===== src/rtl/hfw_mbox_pkg.sv =====
// Package: shared encodings for the host-firmware mailbox.
// Holds the owner codes, the response command codes, the index of each
// enable bit in the stored command field, and the status bit positions.
package hfw_mbox_pkg;

    localparam int OWN_W = 2;
    localparam logic [OWN_W-1:0] OWN_NONE = 2'd0;
    localparam logic [OWN_W-1:0] OWN_FW   = 2'd1;
    localparam logic [OWN_W-1:0] OWN_HOST = 2'd2;

    // Response codes that must travel with the firmware as owner
    localparam int RESP_ACK = 128;
    localparam int RESP_NAK = 129;

    // Command enable field: stored as the top EN_N bits of the word
    localparam int EN_N       = 5;
    localparam int EN_IDX_FW  = 0;   // word bit 27
    localparam int EN_IDX_PME = 1;   // word bit 28
    localparam int EN_IDX_SMI = 2;   // word bit 29
    localparam int EN_IDX_HC  = 3;   // word bit 30
    localparam int EN_IDX_GLB = 4;   // word bit 31

    // Status register bit positions
    localparam int STAT_HANG_BIT   = 1;
    localparam int STAT_SMI_EN_BIT = 3;

endpackage


===== src/rtl/hfw_owner_sema.sv =====
// Module: ownership semaphore for the mailbox slot.
// Assumes: at most one host owner write per cycle; fw_take is only raised
// by the message block when the slot is not held by the host.
// A claim (firmware or host code) succeeds only from free, a release
// always succeeds, and an accepted firmware post makes the firmware owner.
module hfw_owner_sema
    import hfw_mbox_pkg::*;
(
    input  logic             clk,
    input  logic             rst_n,
    input  logic             host_wr_own,
    input  logic [OWN_W-1:0] host_code,
    input  logic             fw_take,
    output logic [OWN_W-1:0] owner
);

    logic [OWN_W-1:0] owner_q;
    logic [OWN_W-1:0] owner_after_host;
    logic             claim_code;

    // Purpose: recognise the codes a party may claim with
    assign claim_code = (host_code == OWN_FW) || (host_code == OWN_HOST);

    // Purpose: apply the host write rules (release always, claim from free)
    always_comb begin
        owner_after_host = owner_q;
        if (host_wr_own) begin
            if (host_code == OWN_NONE) begin
                owner_after_host = OWN_NONE;
            end else if (claim_code && (owner_q == OWN_NONE)) begin
                owner_after_host = host_code;
            end
        end
    end

    // Purpose: hold the owner; a firmware post is applied after the host write
    always_ff @(posedge clk) begin
        if (!rst_n) begin
            owner_q <= OWN_NONE;
        end else if (fw_take) begin
            owner_q <= OWN_FW;
        end else begin
            owner_q <= owner_after_host;
        end
    end

    assign owner = owner_q;

endmodule


===== src/rtl/hfw_msg_regs.sv =====
// Module: inbound and outbound message word registers.
// Assumes: the owner value given is the current (registered) owner.
// A host inbound write is stored only when its command code fits the owner:
// response codes need the firmware as owner, all others need the host.
// A firmware post is accepted whenever the host does not hold the slot.
module hfw_msg_regs
    import hfw_mbox_pkg::*;
#(
    parameter int CMD_W     = 8,
    parameter int PAYLOAD_W = 24,
    localparam int WORD_W   = CMD_W + PAYLOAD_W
) (
    input  logic                 clk,
    input  logic                 rst_n,
    input  logic                 host_wr_in,
    input  logic [WORD_W-1:0]    host_wdata,
    input  logic [OWN_W-1:0]     owner,
    input  logic                 fw_post,
    input  logic [CMD_W-1:0]     fw_out_cmd,
    input  logic [PAYLOAD_W-1:0] fw_out_data,
    output logic                 post_accept,
    output logic [WORD_W-1:0]    in_word,
    output logic [WORD_W-1:0]    out_word
);

    logic [WORD_W-1:0] in_q;
    logic [WORD_W-1:0] out_q;
    logic [CMD_W-1:0]  wr_code;
    logic              wr_is_resp;
    logic              in_accept;

    // Purpose: pick out the command code of the host's inbound word
    assign wr_code    = host_wdata[WORD_W-1 -: CMD_W];
    assign wr_is_resp = (wr_code == CMD_W'(RESP_ACK)) || (wr_code == CMD_W'(RESP_NAK));

    // Purpose: accept an inbound word only when its code fits the owner
    assign in_accept = host_wr_in &&
                       (wr_is_resp ? (owner == OWN_FW) : (owner == OWN_HOST));

    // Purpose: accept a firmware post unless the host holds the slot
    assign post_accept = fw_post && (owner != OWN_HOST);

    // Purpose: inbound word register
    always_ff @(posedge clk) begin
        if (!rst_n) begin
            in_q <= '0;
        end else if (in_accept) begin
            in_q <= host_wdata;
        end
    end

    // Purpose: outbound word register, packed from the firmware fields
    always_ff @(posedge clk) begin
        if (!rst_n) begin
            out_q <= '0;
        end else if (post_accept) begin
            out_q <= {fw_out_cmd, fw_out_data};
        end
    end

    assign in_word  = in_q;
    assign out_word = out_q;

endmodule


===== src/rtl/hfw_ctrl_irq.sv =====
// Module: command enable bits, status register and interrupt outputs.
// Assumes: host_wen carries the top EN_N bits of the host write word.
// Firmware actions in a cycle are applied after a host write to the command
// register: a post sets global and SMI enables, a consume clears the
// firmware enable. The hang flag is sticky; a clear by the host loses to a
// hang arriving in the same cycle.
module hfw_ctrl_irq
    import hfw_mbox_pkg::*;
(
    input  logic            clk,
    input  logic            rst_n,
    input  logic            host_wr_cmd,
    input  logic [EN_N-1:0] host_wen,
    input  logic            host_wr_stat,
    input  logic            host_hang_clr,
    input  logic            host_smi_en,
    input  logic            post_accept,
    input  logic            fw_consume,
    input  logic            fw_hang,
    output logic [EN_N-1:0] en,
    output logic            hang,
    output logic            smi_en,
    output logic            irq_fw,
    output logic            irq_host
);

    logic hang_q;
    logic smi_en_q;

    // One register per enable bit; the parameterised index picks its set/clear source
    for (genvar i = 0; i < EN_N; i++) begin : g_en
        logic bit_q;
        logic set_b;
        logic clr_b;

        // Purpose: firmware post sets the global and SMI enables
        assign set_b = post_accept && ((i == EN_IDX_GLB) || (i == EN_IDX_SMI));
        // Purpose: firmware consume clears the firmware enable
        assign clr_b = fw_consume && (i == EN_IDX_FW);

        // Purpose: hold one enable bit, firmware action over host write
        always_ff @(posedge clk) begin
            if (!rst_n) begin
                bit_q <= 1'b0;
            end else if (set_b) begin
                bit_q <= 1'b1;
            end else if (clr_b) begin
                bit_q <= 1'b0;
            end else if (host_wr_cmd) begin
                bit_q <= host_wen[i];
            end
        end

        assign en[i] = bit_q;
    end

    // Purpose: sticky hang flag, set wins over a write-one clear
    always_ff @(posedge clk) begin
        if (!rst_n) begin
            hang_q <= 1'b0;
        end else if (fw_hang) begin
            hang_q <= 1'b1;
        end else if (host_wr_stat && host_hang_clr) begin
            hang_q <= 1'b0;
        end
    end

    // Purpose: host interrupt enable, plain read/write bit
    always_ff @(posedge clk) begin
        if (!rst_n) begin
            smi_en_q <= 1'b0;
        end else if (host_wr_stat) begin
            smi_en_q <= host_smi_en;
        end
    end

    // Purpose: level interrupts toward each side
    assign irq_fw   = en[EN_IDX_GLB] && en[EN_IDX_FW];
    assign irq_host = smi_en_q && ((en[EN_IDX_GLB] && en[EN_IDX_SMI]) || hang_q);

    assign hang   = hang_q;
    assign smi_en = smi_en_q;

endmodule


===== src/rtl/hfw_mailbox.sv =====
// Module: top of the host-firmware mailbox.
// Decodes the host register bus, builds the registered read data, and ties
// together the owner semaphore, message registers and control/interrupt logic.
// Assumes: one host access per cycle; read data appears the cycle after host_rd.
module hfw_mailbox
    import hfw_mbox_pkg::*;
#(
    parameter int ADDR_W    = 12,
    parameter int CMD_W     = 8,
    parameter int PAYLOAD_W = 24,
    parameter logic [ADDR_W-1:0] OFS_CMD  = 12'h0E4,
    parameter logic [ADDR_W-1:0] OFS_IN   = 12'h0E8,
    parameter logic [ADDR_W-1:0] OFS_OUT  = 12'h0EC,
    parameter logic [ADDR_W-1:0] OFS_OWN  = 12'h0F0,
    parameter logic [ADDR_W-1:0] OFS_STAT = 12'h428,
    localparam int WORD_W = CMD_W + PAYLOAD_W,
    localparam int EN_LSB = WORD_W - EN_N
) (
    input  logic                 clk,
    input  logic                 rst_n,
    input  logic                 host_wr,
    input  logic                 host_rd,
    input  logic [ADDR_W-1:0]    host_addr,
    input  logic [WORD_W-1:0]    host_wdata,
    output logic [WORD_W-1:0]    host_rdata,
    input  logic                 fw_post,
    input  logic [CMD_W-1:0]     fw_out_cmd,
    input  logic [PAYLOAD_W-1:0] fw_out_data,
    input  logic                 fw_consume,
    input  logic                 fw_hang,
    output logic [CMD_W-1:0]     fw_in_cmd,
    output logic [PAYLOAD_W-1:0] fw_in_data,
    output logic                 irq_fw,
    output logic                 irq_host
);

    logic              wr_cmd, wr_in, wr_own, wr_stat;
    logic [OWN_W-1:0]  owner_q;
    logic              post_accept;
    logic [WORD_W-1:0] in_word, out_word;
    logic [EN_N-1:0]   en_q;
    logic              hang_q, smi_en_q;
    logic [WORD_W-1:0] stat_word;
    logic [WORD_W-1:0] rd_mux;
    logic [WORD_W-1:0] rdata_q;

    // Purpose: write strobes per register
    assign wr_cmd  = host_wr && (host_addr == OFS_CMD);
    assign wr_in   = host_wr && (host_addr == OFS_IN);
    assign wr_own  = host_wr && (host_addr == OFS_OWN);
    assign wr_stat = host_wr && (host_addr == OFS_STAT);

    hfw_owner_sema u_sema (
        .clk         (clk),
        .rst_n       (rst_n),
        .host_wr_own (wr_own),
        .host_code   (host_wdata[OWN_W-1:0]),
        .fw_take     (post_accept),
        .owner       (owner_q)
    );

    hfw_msg_regs #(
        .CMD_W     (CMD_W),
        .PAYLOAD_W (PAYLOAD_W)
    ) u_msg (
        .clk         (clk),
        .rst_n       (rst_n),
        .host_wr_in  (wr_in),
        .host_wdata  (host_wdata),
        .owner       (owner_q),
        .fw_post     (fw_post),
        .fw_out_cmd  (fw_out_cmd),
        .fw_out_data (fw_out_data),
        .post_accept (post_accept),
        .in_word     (in_word),
        .out_word    (out_word)
    );

    hfw_ctrl_irq u_ctrl (
        .clk           (clk),
        .rst_n         (rst_n),
        .host_wr_cmd   (wr_cmd),
        .host_wen      (host_wdata[WORD_W-1:EN_LSB]),
        .host_wr_stat  (wr_stat),
        .host_hang_clr (host_wdata[STAT_HANG_BIT]),
        .host_smi_en   (host_wdata[STAT_SMI_EN_BIT]),
        .post_accept   (post_accept),
        .fw_consume    (fw_consume),
        .fw_hang       (fw_hang),
        .en            (en_q),
        .hang          (hang_q),
        .smi_en        (smi_en_q),
        .irq_fw        (irq_fw),
        .irq_host      (irq_host)
    );

    // Purpose: assemble the status word from its two live bits
    always_comb begin
        stat_word = '0;
        stat_word[STAT_HANG_BIT]   = hang_q;
        stat_word[STAT_SMI_EN_BIT] = smi_en_q;
    end

    // Purpose: select read data by address, zero for unmapped
    always_comb begin
        case (host_addr)
            OFS_CMD:  rd_mux = {en_q, {EN_LSB{1'b0}}};
            OFS_IN:   rd_mux = in_word;
            OFS_OUT:  rd_mux = out_word;
            OFS_OWN:  rd_mux = {{(WORD_W-OWN_W){1'b0}}, owner_q};
            OFS_STAT: rd_mux = stat_word;
            default:  rd_mux = '0;
        endcase
    end

    // Purpose: register the read data on a read strobe
    always_ff @(posedge clk) begin
        if (!rst_n) begin
            rdata_q <= '0;
        end else if (host_rd) begin
            rdata_q <= rd_mux;
        end
    end

    assign host_rdata = rdata_q;
    assign fw_in_cmd  = in_word[WORD_W-1 -: CMD_W];
    assign fw_in_data = in_word[PAYLOAD_W-1:0];

endmodule


===== config.mk =====
export PLATFORM = sky130hd
export DESIGN_NAME = hfw_mailbox
export DESIGN_NICKNAME = d
export VERILOG_FILES = /design/src/rtl/hfw_mbox_pkg.sv /design/src/rtl/hfw_owner_sema.sv /design/src/rtl/hfw_msg_regs.sv /design/src/rtl/hfw_ctrl_irq.sv /design/src/rtl/hfw_mailbox.sv
export SDC_FILE = /design/constraint.sdc
export NUM_CORES = 1
export LEC_CHECK = 0
export ABC_AREA = 1
export CORE_MARGIN = 2
export CORE_UTILIZATION = 50
export DETAILED_ROUTE_END_ITERATION = 10
export GPL_ROUTABILITY_DRIVEN = 0
export PLACE_DENSITY_LB_ADDON = 0.05
export SKIP_LAST_GASP = 1
export SLEW_MARGIN = 20
export SYNTH_ARGS = -nofsm -noshare
export SYNTH_HDL_FRONTEND = slang
export SYNTH_SLANG_ARGS = --single-unit

===== constraint.sdc =====
create_clock -name clk -period 3.8 [get_ports clk]
set_input_delay 0.76 -clock clk [delete_from_list [all_inputs] [get_ports clk]]
set_output_delay 0.76 -clock clk [all_outputs]
set_load 0.02 [all_outputs]

==> reports/results.tsv <==
metric	value	unit
Fin. Hold Viols	0	
Slew Limit Fails	0	
fin area	6579	sq um
Post-Syn Nets	755	
Sw Share	0.2549	
# hold bufs at CTS	0	
Vias/cell	5.252	
CTS clock-pin slew for the worst setup and hold paths	0.10	ns
crit-path max FO	36	
Pint	1.561	mW
Final min period	2.509	ns
largest net degree at the start of global routing	69	
cts repair resizes	0	
element type at the critical path end	register	
vias in the first global route	4490	
core area	9639	sq um
initial core utilization	0.5080	
Final Cycle Share	0.6603	
H-tree levels	3	
Final #Nets	875	
Clock Power Share	0.349	
Clock Latency Late Sink	0.38	ns
first drt pass iteration count	5	
area growth from synthesis to layout	34.34	%
Total GRT Usage	0.2534	
antenna cells	0	
Switch Pwr	534.0	uW
Max Clk Rate	398.5	MHz
clk sinks	105	
synthesized area per cell	7.298	sq um
skew final	0.008799	ns
routed len/inst	14.43	um
sequential fraction of design power	0.544	
DRT antenna net count	0	
Site Rows	36	
Post-Syn Instances	671	
crit start category	input port	
sum of negative setup slack	0	ns
Peak VDD IR	187.3	uV
initial antenna violation count	0	
DR DRC count	0	
I/O Pins	149	
worst-margin pin slew	0.9767	ns
CTS root buf	clkbuf_8	
Crit path required time	4.08	ns
final setup fails	0	
WP data arrival	2.79	ns
Port Buf Inserts	148	
Die Area	10600	sq um
Max-cap violations	0	
hold slack	0.4654	ns
Die Ht	103.0	um
power per cell area	318.5	nW/um^2
first-pass GRT wire length	21.13	mm
logic gate share of total power	0.107	
Final Non-Filler Cells	929	
Tot Pwr	2.095	mW
total wire length	13.41	mm
Slew HR	0.3448	
DRT iter0 DRCs	244	
mapped cell area	4897	sq um
CTS buffer count	9	
status	complete, no violations	
HP Class	register to register	
CP Class	input port to register	
Yosys warnings	0	
postcts setup bufs	0	
#FFs+latches synth	105	
Area after DPL	6344	sq um
synth unique cells	29	
TritonCTS clock tree	built	
layout cells sized above 1	0.06658	
total number of vias	4879	
maximum clock path buffer count	2	
DP Wirelength	9.094	mm
chip width	103.0	um
P_leak	2.398	nW
remaining global-route overflow	0	
commonest cells after routing, fill and taps aside	clkdlybuf4s50_1 (147), nand2_1 (117), dfxtp_1 (105)	
placed cell count	912	
RSZ-0062 raised after global routing	false	
most common cell after layout, fill and taps aside	clkdlybuf4s50_1	
sequential share of the synthesized area	0.4292	
Yosys cell counts, drive strengths merged:
master,count,area [sq um]
nand3,37,197.7
a21oi,88,444.2
buf,27,188.9
nor3b,1,12.51
ha,1,12.51
dfxtp,105,2102
a31o,1,8.760
nor2,84,362.9
nor3,5,25.02
o21ai,51,255.2
clkbuf,19,72.56
o22ai,15,156.4
inv,68,255.3
nand4,18,112.6
nand2,122,473.0
nand3b,29,217.7
through the flow:
stage	worst slack, ns	util
2_1_floorplan	1.918	-
3_3_place_gp	0.9973	0.6581
3_5_place_dp	0.9391	0.6581
4_1_cts	1.247	0.6796
5_1_grt	1.152	0.6825
6_report	1.291	0.6825
cells by family after synthesis:
family,share of synthesized area
AND/OR/NAND/NOR,0.2862
buffers and inverters,0.1055
flip-flops,0.4292
AO/OA/AOI/OAI,0.1765
adder cells (fa/ha/maj),0.002555
critical path, cell delays in order:
cell	delay, ns
clkdlybuf4s50_1	0.51
nand2_1	0.16
nor2_8	0.27
nand2_1	0.15
nor3b_4	0.23
buf_4	0.38
nand3_1	0.15
nand2_1	0.12
nor2_1	0.05
flip-flops by register name, indices dropped and copies added (netlist names):
name               count
u_ctrl.g_en.bit_q      5
u_ctrl.hang            1
u_ctrl.smi_en          1
u_sema.owner           2
u_msg.out_word        32
host_rdata            32
u_msg.in_word         32
worst paths after layout:
| kind | startpoint | endpoint | slack, ns | cells past startpoint |
|---|---|---|---|---|
| setup reg to reg | u_sema.owner[1] | u_ctrl.g_en[4].bit_q | 1.90 | 6 |
| hold reg to reg | u_ctrl.g_en[3].bit_q | u_ctrl.g_en[3].bit_q | 0.47 | 2 |
| hold / removal | u_ctrl.g_en[3].bit_q | u_ctrl.g_en[3].bit_q | 0.47 | 2 |
| setup / recovery | host_addr[5] | u_msg.in_word[30] | 1.29 | 9 |
metal layers:
metal	share of wire	vias to the layer above	global-route usage
met5	0	-	0
met4	0.014	0	0.07490
met3	0.070	19	0.05559
met2	0.50	162	0.4361
met1	0.42	2254	0.3189
li1	-	2444	-
power groups by stage:
| stage | clock, mW | sequential, mW | combinational, mW |
|---|---|---|---|
| 4_1_cts | 0.750 | 1.14 | 0.221 |
| 2_1_floorplan | 0 | 1.16 | 0.107 |
| 5_1_grt | 0.795 | 1.14 | 0.246 |
| 3_3_place_gp | 0 | 1.16 | 0.215 |
| 6_report | 0.731 | 1.14 | 0.224 |
| 3_5_place_dp | 0 | 1.17 | 0.220 |
layout make-up:
| class | count | area (sq um) |
|---|---|---|
| fillers | 852 | 3060 |
| multi-input cells | 452 | 2298 |
| flip-flops and latches | 105 | 2102 |
| repair buffers | 155 | 1549 |
| inverters | 68 | 255.2 |
| well taps | 133 | 166.4 |
| clock buffers | 9 | 123.9 |
| clock inverters | 7 | 83.83 |
Note: power is estimated with default switching activity, not from simulation.
